[config.mk]
export PLATFORM = sky130hd
export DESIGN_NAME = tx_bd_engine
export DESIGN_NICKNAME = d
export VERILOG_FILES = /design/src/rtl/tx_bd_pkg.sv /design/src/rtl/tx_trunc_calc.sv /design/src/rtl/tx_byte_pick.sv /design/src/rtl/tx_bd_engine.sv
export SDC_FILE = /design/constraint.sdc
export NUM_CORES = 1
export LEC_CHECK = 0
export BUFFER_PORTS_ARGS = -buffer_cell sky130_fd_sc_hd__clkbuf_2
export CAP_MARGIN = 10
export CORE_MARGIN = 10
export CORE_UTILIZATION = 50
export CTS_BUF_LIST = sky130_fd_sc_hd__clkbuf_8 sky130_fd_sc_hd__clkbuf_16
export CTS_CLUSTER_SIZE = 30
export DETAILED_ROUTE_END_ITERATION = 8
export PLACE_DENSITY = 0.7
export SETUP_SLACK_MARGIN = 0.3
export SLEW_MARGIN = 20
export SYNTH_ARGS = -nofsm -noshare
export SYNTH_HDL_FRONTEND = slang
export SYNTH_SLANG_ARGS = --single-unit
[constraint.sdc]
create_clock -name clk_i -period 4.9 [get_ports clk_i]
set_clock_uncertainty 0.1 [all_clocks]
set_input_delay 0.245 -clock clk_i [delete_from_list [all_inputs] [get_ports clk_i]]
set_output_delay 0.245 -clock clk_i [all_outputs]
set_load 0.02 [all_outputs]
[src/rtl/tx_bd_pkg.sv]
package tx_bd_pkg;
  typedef enum logic [2:0] {S_IDLE, S_RD0, S_RD1, S_RDW, S_EMIT, S_WB} st_e;
  localparam int FLAG_RDY = 15;
  localparam int FLAG_WRP = 13;
  localparam int FLAG_LST = 11;
endpackage

[src/rtl/tx_trunc_calc.sv]
module tx_trunc_calc #(
  parameter int LEN_W     = 16,
  parameter int MAX_FRAME = 2032
) (
  input  logic [LEN_W-1:0] len_i,
  input  logic [LEN_W-1:0] flen_i,
  output logic [LEN_W-1:0] take_o,
  output logic             trunc_o
);
  logic [LEN_W-1:0] room;
  assign room    = LEN_W'(MAX_FRAME) - flen_i;
  assign trunc_o = len_i > room;
  assign take_o  = trunc_o ? room : len_i;
endmodule

[src/rtl/tx_byte_pick.sv]
module tx_byte_pick (
  input  logic [31:0] word_i,
  input  logic [1:0]  off_i,
  output logic [7:0]  byte_o
);
  // lowest address sits in the most significant lane
  always_comb begin
    byte_o = '0;
    for (int i = 0; i < 4; i++)
      if (off_i == 2'(i)) byte_o = word_i[8*(3-i) +: 8];
  end
endmodule

[src/rtl/tx_bd_engine.sv]
module tx_bd_engine #(
  parameter int AW        = 32,
  parameter int LEN_W     = 16,
  parameter int MAX_FRAME = 2032,
  parameter int MAX_DESC  = 1024
) (
  input  logic          clk_i,
  input  logic          rst_ni,
  input  logic          en_i,
  input  logic          demand_i,
  input  logic          base_wr_i,
  input  logic [AW-1:0] base_i,
  output logic          mem_req_o,
  output logic          mem_we_o,
  output logic [AW-1:0] mem_addr_o,
  output logic [31:0]   mem_wdata_o,
  input  logic          mem_ack_i,
  input  logic [31:0]   mem_rdata_i,
  output logic [7:0]    tx_data_o,
  output logic          tx_valid_o,
  input  logic          tx_ready_i,
  output logic          tx_last_o,
  output logic          busy_o,
  output logic          ev_txb_o,
  output logic          ev_txf_o,
  output logic          ev_babt_o
);
  import tx_bd_pkg::*;

  localparam int CNT_W = $clog2(MAX_DESC + 1);

  st_e              state_q;
  logic [AW-1:0]    base_q, cur_q, bptr_q;
  logic [15:0]      flags_q;
  logic [LEN_W-1:0] len_q, take_q, rem_q, flen_q;
  logic             trunc_q, pend_q;
  logic [31:0]      word_q;
  logic [CNT_W-1:0] cnt_q;
  logic             txb_q, txf_q, babt_q;

  logic [LEN_W-1:0] take_c;
  logic             trunc_c;
  logic [7:0]       byte_c;
  logic             start, beat, acked;

  tx_trunc_calc #(.LEN_W(LEN_W), .MAX_FRAME(MAX_FRAME)) u_trunc (
    .len_i  (mem_rdata_i[LEN_W-1:0]),
    .flen_i (flen_q),
    .take_o (take_c),
    .trunc_o(trunc_c)
  );

  tx_byte_pick u_pick (
    .word_i(word_q),
    .off_i (bptr_q[1:0]),
    .byte_o(byte_c)
  );

  assign start = (state_q == S_IDLE) && (demand_i || pend_q) && en_i;
  assign beat  = (state_q == S_EMIT) && tx_ready_i;
  assign acked = mem_req_o && mem_ack_i;

  always_comb begin
    mem_req_o  = state_q inside {S_RD0, S_RD1, S_RDW, S_WB};
    mem_we_o   = state_q == S_WB;
    mem_addr_o = cur_q;
    if (state_q == S_RD1) mem_addr_o = cur_q + AW'(4);
    if (state_q == S_RDW) mem_addr_o = {bptr_q[AW-1:2], 2'b00};
  end

  assign mem_wdata_o = {flags_q & ~(16'h1 << FLAG_RDY), 16'(len_q)};
  assign tx_valid_o  = state_q == S_EMIT;
  assign tx_data_o   = byte_c;
  assign tx_last_o   = tx_valid_o && flags_q[FLAG_LST] && (rem_q == LEN_W'(1));
  assign busy_o      = state_q != S_IDLE;
  assign ev_txb_o    = txb_q;
  assign ev_txf_o    = txf_q;
  assign ev_babt_o   = babt_q;

  always_ff @(posedge clk_i or negedge rst_ni) begin
    if (!rst_ni) begin
      state_q <= S_IDLE;
      base_q  <= '0;
      cur_q   <= '0;
      bptr_q  <= '0;
      flags_q <= '0;
      len_q   <= '0;
      take_q  <= '0;
      rem_q   <= '0;
      flen_q  <= '0;
      trunc_q <= 1'b0;
      pend_q  <= 1'b0;
      word_q  <= '0;
      cnt_q   <= '0;
      txb_q   <= 1'b0;
      txf_q   <= 1'b0;
      babt_q  <= 1'b0;
    end else begin
      txb_q  <= 1'b0;
      txf_q  <= 1'b0;
      babt_q <= 1'b0;
      if (state_q != S_IDLE && demand_i) pend_q <= 1'b1;
      case (state_q)
        S_IDLE: begin
          pend_q <= 1'b0;
          if (start) begin
            cnt_q   <= '0;
            state_q <= S_RD0;
          end
        end
        S_RD0: if (acked) begin
          flags_q <= mem_rdata_i[31:16];
          len_q   <= mem_rdata_i[LEN_W-1:0];
          take_q  <= take_c;
          trunc_q <= trunc_c;
          state_q <= mem_rdata_i[16+FLAG_RDY] ? S_RD1 : S_IDLE;
        end
        S_RD1: if (acked) begin
          bptr_q  <= mem_rdata_i[AW-1:0];
          rem_q   <= take_q;
          state_q <= (take_q == '0) ? S_WB : S_RDW;
        end
        S_RDW: if (acked) begin
          word_q  <= mem_rdata_i;
          state_q <= S_EMIT;
        end
        S_EMIT: if (beat) begin
          bptr_q <= bptr_q + AW'(1);
          rem_q  <= rem_q - LEN_W'(1);
          if (rem_q == LEN_W'(1))    state_q <= S_WB;
          else if (&bptr_q[1:0])     state_q <= S_RDW;
        end
        S_WB: if (acked) begin
          txb_q  <= 1'b1;
          txf_q  <= flags_q[FLAG_LST];
          babt_q <= trunc_q;
          flen_q <= flags_q[FLAG_LST] ? '0 : flen_q + take_q;
          cur_q  <= flags_q[FLAG_WRP] ? base_q : cur_q + AW'(8);
          cnt_q  <= cnt_q + CNT_W'(1);
          state_q <= (cnt_q == CNT_W'(MAX_DESC - 1)) ? S_IDLE : S_RD0;
        end
        default: state_q <= S_IDLE;
      endcase
      if (base_wr_i) begin
        base_q <= {base_i[AW-1:2], 2'b00};
        cur_q  <= {base_i[AW-1:2], 2'b00};
      end
    end
  end
endmodule

# After elaboration in Yosys (flattened, before gate mapping)
# Index checks and enable logic that the tools add are counted.
# word_totals
regBits	224
out_inout_bits	80
in_bits	71
# classes
muxes	41
n_reduce_logical	26
eq_ne	17
magnitude_cmp	1
n_addsub	7
# ops
cell	n
$mux W32	8
$mux W16	4
$pmux W32 S2	1
$add A32 B1 Y32 const B	1
$add A32 B3 Y32 const B	1
$add A32 B4 Y32 const B	1
$mux W8	4
$pmux W16 S2	1
$mux W3	9
$mux W11	2
$pmux W11 S2	1
$pmux W3 S6	1
$add A16 B16 Y16	1
$eq A16 B1 Y1 const B	1
$gt A16 B16 Y1	1
$logic_not A16 Y1	1
$sub A11 B16 Y16 const A	1
$sub A16 B1 Y16 const B	1
$add A11 B1 Y11 const B	1
$eq A11 B10 Y1 const B	1
$reduce_and A2 Y1	5
$reduce_bool A2 Y1	5
$mux W1	9
$ne A2 B2 Y1 const B	4
16 further kinds	27

# Depth between registers and ports, before layout
# logic_depth
word_depth	6
ltp_mapped	15
depth_no_buf	13

# Hierarchy
# From an unflattened synthesis, not the netlist that was laid out.
# unflattened
cells_unflattened	1481
hier_area_um2	13397.8
# modules_own_cells
module	cells_each	instances	area_each_um2	seq_area_each_um2
tx_bd_engine	1355	1	12310.6	5555.3
tx_trunc_calc	116	1	890.9	0.0
tx_byte_pick	10	1	196.4	0.0

# Worst setup path after synthesis
# Ideal clock, no wire load.
# synth_path
path_kind	register -> register
from	reg flen_q[0]
to	reg take_q[13]
stages_incl_launch_ff	15
path_slack_ps	1230
arrival_ps	3446
n_path_buf	2
period_less_slack_ps	3670
setup_time_ps	125
cell_sequence	dfrtp_1 inv_1 ha_1 or3b_2 clkbuf_1 nand3_1 xnor2_1 ha_1 and2_0 a221o_1 a2111oi_2 a21oi_1 buf_2 mux2i_1 mux2_2
# synth_via
elab_chain_cells	3
# synth_lines
element	line_no	rtl
from (decl)	tx_bd_engine.sv:35	logic [LEN_W-1:0] len_q, take_q, rem_q, flen_q;
from (signal assigned)	tx_bd_engine.sv:137	flen_q <= flags_q[FLAG_LST] ? '0 : flen_q + take_q;
$sub A11 B16 Y16 (*)	tx_trunc_calc.sv:11	assign room = LEN_W'(MAX_FRAME) - flen_i;
$gt A16 B16 Y1	tx_trunc_calc.sv:12	assign trunc_o = len_i > room;
$mux W16 (*)	tx_trunc_calc.sv:13	assign take_o = trunc_o ? room : len_i;
to (signal assigned)	tx_bd_engine.sv:114	take_q <= take_c;
to (decl)	tx_bd_engine.sv:35	
# Mark *: on every way between the ends. The rest lies on a longest branch, timed or not.
# A chain may end at the register's enable or synchronous reset.

# Worst setup path after layout
# layout_path
from	reg flen_q[0]
to	reg take_q[3]
# The elaborated chain is that of the path after synthesis.

==> impl_metrics.py <==
metrics = {
    "placed_design": {
        "dp_hpwl_um": 28000,
        "dp_slack_ps": 1050,
        "place.gp.congestion": 0.925,
        "port_buffers": 145,
    },
    "grt": {
        "grt.overflow.total": 0,
        "antenna_found_initial": 1,
        "grt_pass1_wl_um": 64200,
        "grt_max_degree": 120,
        "grt_pass1_vias": 12000,
        "grt.total_usage_pct": 23.1,
    },
    "worst_setup_path": {
        "critPathRequiredTime_ps": 5200,
        "critical_path.max_stage_delay_ps": 700,
        "cp_max_fo": 7,
        "cpMaxStageDelayCell": "o31ai_1",
        "timing.critical_path.arrival_ps": 4260,
        "crit_path_end_kind": "register",
        "cp-start-kind": "register",
        "crit_type": "reg2reg",
        "crit_top_cell": "ha_1",
        "path_cells": "inv_1, ha_1, or3b_2, nand3_1, xnor2_1, ha_1, and4_1, nand4_1, o31ai_1, or2_2, nor3_1, a2111oi_0",
    },
    "power": {
        "p_switching_uw": 3980,
        "peakVddDrop_v": 0.000465,
        "p_seq_share_pct": 34.6,
        "internal_power_uw": 5200,
        "power_uw": 9180,
        "comb_power_share_pct": 44.1,
        "powerDensity_mw_per_mm2": 586,
        "switching_share_pct": 43.4,
        "pwr-share-clk_pct": 21.3,
        "leakagePower_uw": 0.00697,
    },
    "clocking": {
        "cts-htree-levels": 1,
        "cts.sinks": 222,
        "cts_buffers": 25,
        "clock_path_buffers": 3,
        "clockRootBuffer": "clkbuf_16",
        "path_clk_slew_ps": 60,
        "clock_latency_ps": 540,
        "cts_tree": "done",
    },
    "floorplan": {
        "io_pins": 151,
        "fp.dieH_um": 183,
        "fp-row-count": 59,
        "dieArea_mm2": 0.0335,
        "core_mm2": 0.0261,
        "initial_core_util_pct": 50.9,
        "die_width_um": 183,
    },
    "drt": {
        "avgViaCountPerCell": 5.95,
        "avgRoutedWirePerCell_um": 19.1,
        "drt_iter0_markers": 1119,
        "wl_um": 39700,
        "first_pass_iters": 5,
        "postRouteAntennaNets": 0,
        "drc": 0,
        "vias": 12400,
    },
    "cells_and_area": {
        "drive_above_1_share_pct": 15.2,
        "final_cell_mix": "nand2_1 (264), dfrtp_1 (222), o21ai_0 (153)",
        "n_fill_cell": 2309,
        "final_common_cell": "nand2_1",
        "fin_nets": 1836,
        "synthToLayoutAreaGrowth_pct": 18.0,
    },
    "sta": {
        "fin_ws_ps": 941,
        "relSlewSlack_pct": 28.5,
        "max_freq_ghz": 0.253,
        "period_needed_ps": 3960,
        "rsz0062_at_grt": "false",
        "tightest_slew_ps": 1070,
        "finalSetupViolations": 0,
        "min_period_over_period_pct": 80.8,
        "setup_tns_ps": 0,
        "hold_viol": 0,
        "drv_slew": 0,
    },
    "logic_synthesis": {
        "synth_area_per_cell_um2": 8.44,
        "synth-seq-area-share_pct": 41.9,
        "synthCells": 1573,
        "async_flop_share_pct": 100,
        "synth_compound_area_share_pct": 21.0,
        "yosys.area_share.simple_pct": 19.7,
        "ys.flop_type": "dfrtp_1",
        "synth_top_family_by_area": "compound AO/OA/AOI/OAI gates",
        "ys_seq_elements": 222,
        "yosys_warnings": 0,
        "synthAdderAreaFrac_pct": 4.02,
        "synth.distinct_cells": 71,
        "muxShareOfSynthArea_pct": 4.61,
        "synth_xor_area_share_pct": 4.09,
        "synth_area_mm2": 0.0133,
        "synth_edf_count": 0,
    },
    "min_path": {
        "min_path_type": "in2reg",
    },
    "job": {
        "maxCapViolations": 0,
    },
    "run_status": {
        "status": "complete, no violations",
    },
}
## sequential cells by signal (all words and copies together), names as in the netlist
name and flops:
base_q 30, bptr_q 32, cnt_q 11, cur_q 30, ev_babt_o 1, ev_txb_o 1, ev_txf_o 1, flags_q 15
flen_q 16, len_q 16, pend_q 1, rem_q 16, state_q 3, take_q 16, trunc_q 1, word_q 32
## power groups by stage
stage	registers (uW)	clock network, uW	logic, uW
2_1_floorplan	3060	0	2860
3_3_place_gp	3150	0	3890
3_5_place_dp	3170	0	3980
4_1_cts	3150	1980	4030
5_1_grt	3250	2050	4510
6_report	3180	1950	4050
## per-stage QoR
step / area (um2) / hold WS, ps / cells / util (%)
floorplan: 13300 / -151 / 1575 / -
global placement: 14200 / 310 / 1973 / 54.5
detailed placement: 14200 / 316 / 1973 / 54.5
CTS: 15700 / 28.9 / 2077 / 60.1
global route: 15700 / 38.2 / 2078 / 60.1
finish: 15700 / 25.5 / 2078 / 60.1
## metal layers
layer	share of wire (%)	GRT usage (%)
met5	0	0
met4	3.1	7.30
met3	7.0	4.35
met2	44	35.3
met1	46	32.5
## critical path: cells and delay by family (launching register included)
family,cells,cell delay (ps)
DFF,1,460
buffers and inverters,1,110
AOI/OAI and AO/OA,2,1120
adders and majority gates,2,480
and+or+nand+nor,6,1440
xor gates and xnor gates,1,100
## final timing paths
path | startpoint | endpoint | slack [ps] | cells past startpoint
max | flen_q[0]$_DFFE_PN0P_ | take_q[3]$_DFFE_PN0P_ | 940 | 12
min | mem_rdata_i[9] | bptr_q[9]$_DFFE_PN0P_ | 30 | 3
max reg2reg | flen_q[0]$_DFFE_PN0P_ | take_q[3]$_DFFE_PN0P_ | 940 | 12
min reg2reg | flags_q[4]$_DFFE_PN0P_ | flags_q[4]$_DFFE_PN0P_ | 370 | 2
max in group asynchronous | rst_ni | rem_q[13]$_DFFE_PN0P_ | 3280 | 3
min in group asynchronous | rst_ni | flags_q[7]$_DFFE_PN0P_ | 300 | 2
## layout make-up
type	count	area, um2	area share (%)
inverter	60	225	1.44
sequential	222	5560	35.5
antenna	1	2.50	0.0160
clock inverter	13	121	0.775
multi-input combinational	1193	7130	45.5
timing repair buffer	221	1460	9.35
tap	335	419	2.68
clock buffer	33	736	4.70
## cells in the mapped netlist (14+ instances only)
| cell type | n | area share, % |
|---|---|---|
| a22o_1 | 14 | 0.92 |
| xnor2_1 | 33 | 2.2 |
| xor2_1 | 29 | 1.9 |
| o31ai_1 | 23 | 1.3 |
| and3_1 | 20 | 0.94 |
| nand2_1 | 264 | 7.5 |
| inv_1 | 60 | 1.7 |
| nor2_1 | 104 | 2.9 |
| o21ai_0 | 153 | 5.8 |
| mux2i_1 | 15 | 1.1 |
| a21o_1 | 15 | 0.85 |
| a21oi_1 | 124 | 4.7 |
| dfrtp_1 | 222 | 42 |
| ha_1 | 41 | 3.9 |
| mux2_2 | 41 | 3.5 |
| nor3_1 | 41 | 1.5 |
| nand3_1 | 52 | 2.0 |
| clkbuf_1 | 85 | 2.4 |
| nand4_1 | 24 | 1.1 |
| o22ai_1 | 26 | 1.2 |
## cells by family after synthesis
group,Yosys count
simple gates,572
compound gates,458
flops,222
buf+inv,160
xor+xnor,62
mux,56
fa+ha+maj,42
other cells,1
## what timing repair did
| action | CTS | global route |
|---|---|---|
| endpoints found under the hold margin | 232 | 0 |
| gates resized for setup | 0 | 0 |
| buffers inserted | 0 | 0 |
| hold buffers | 58 | 0 |
Power figures use the tool's default switching activity.
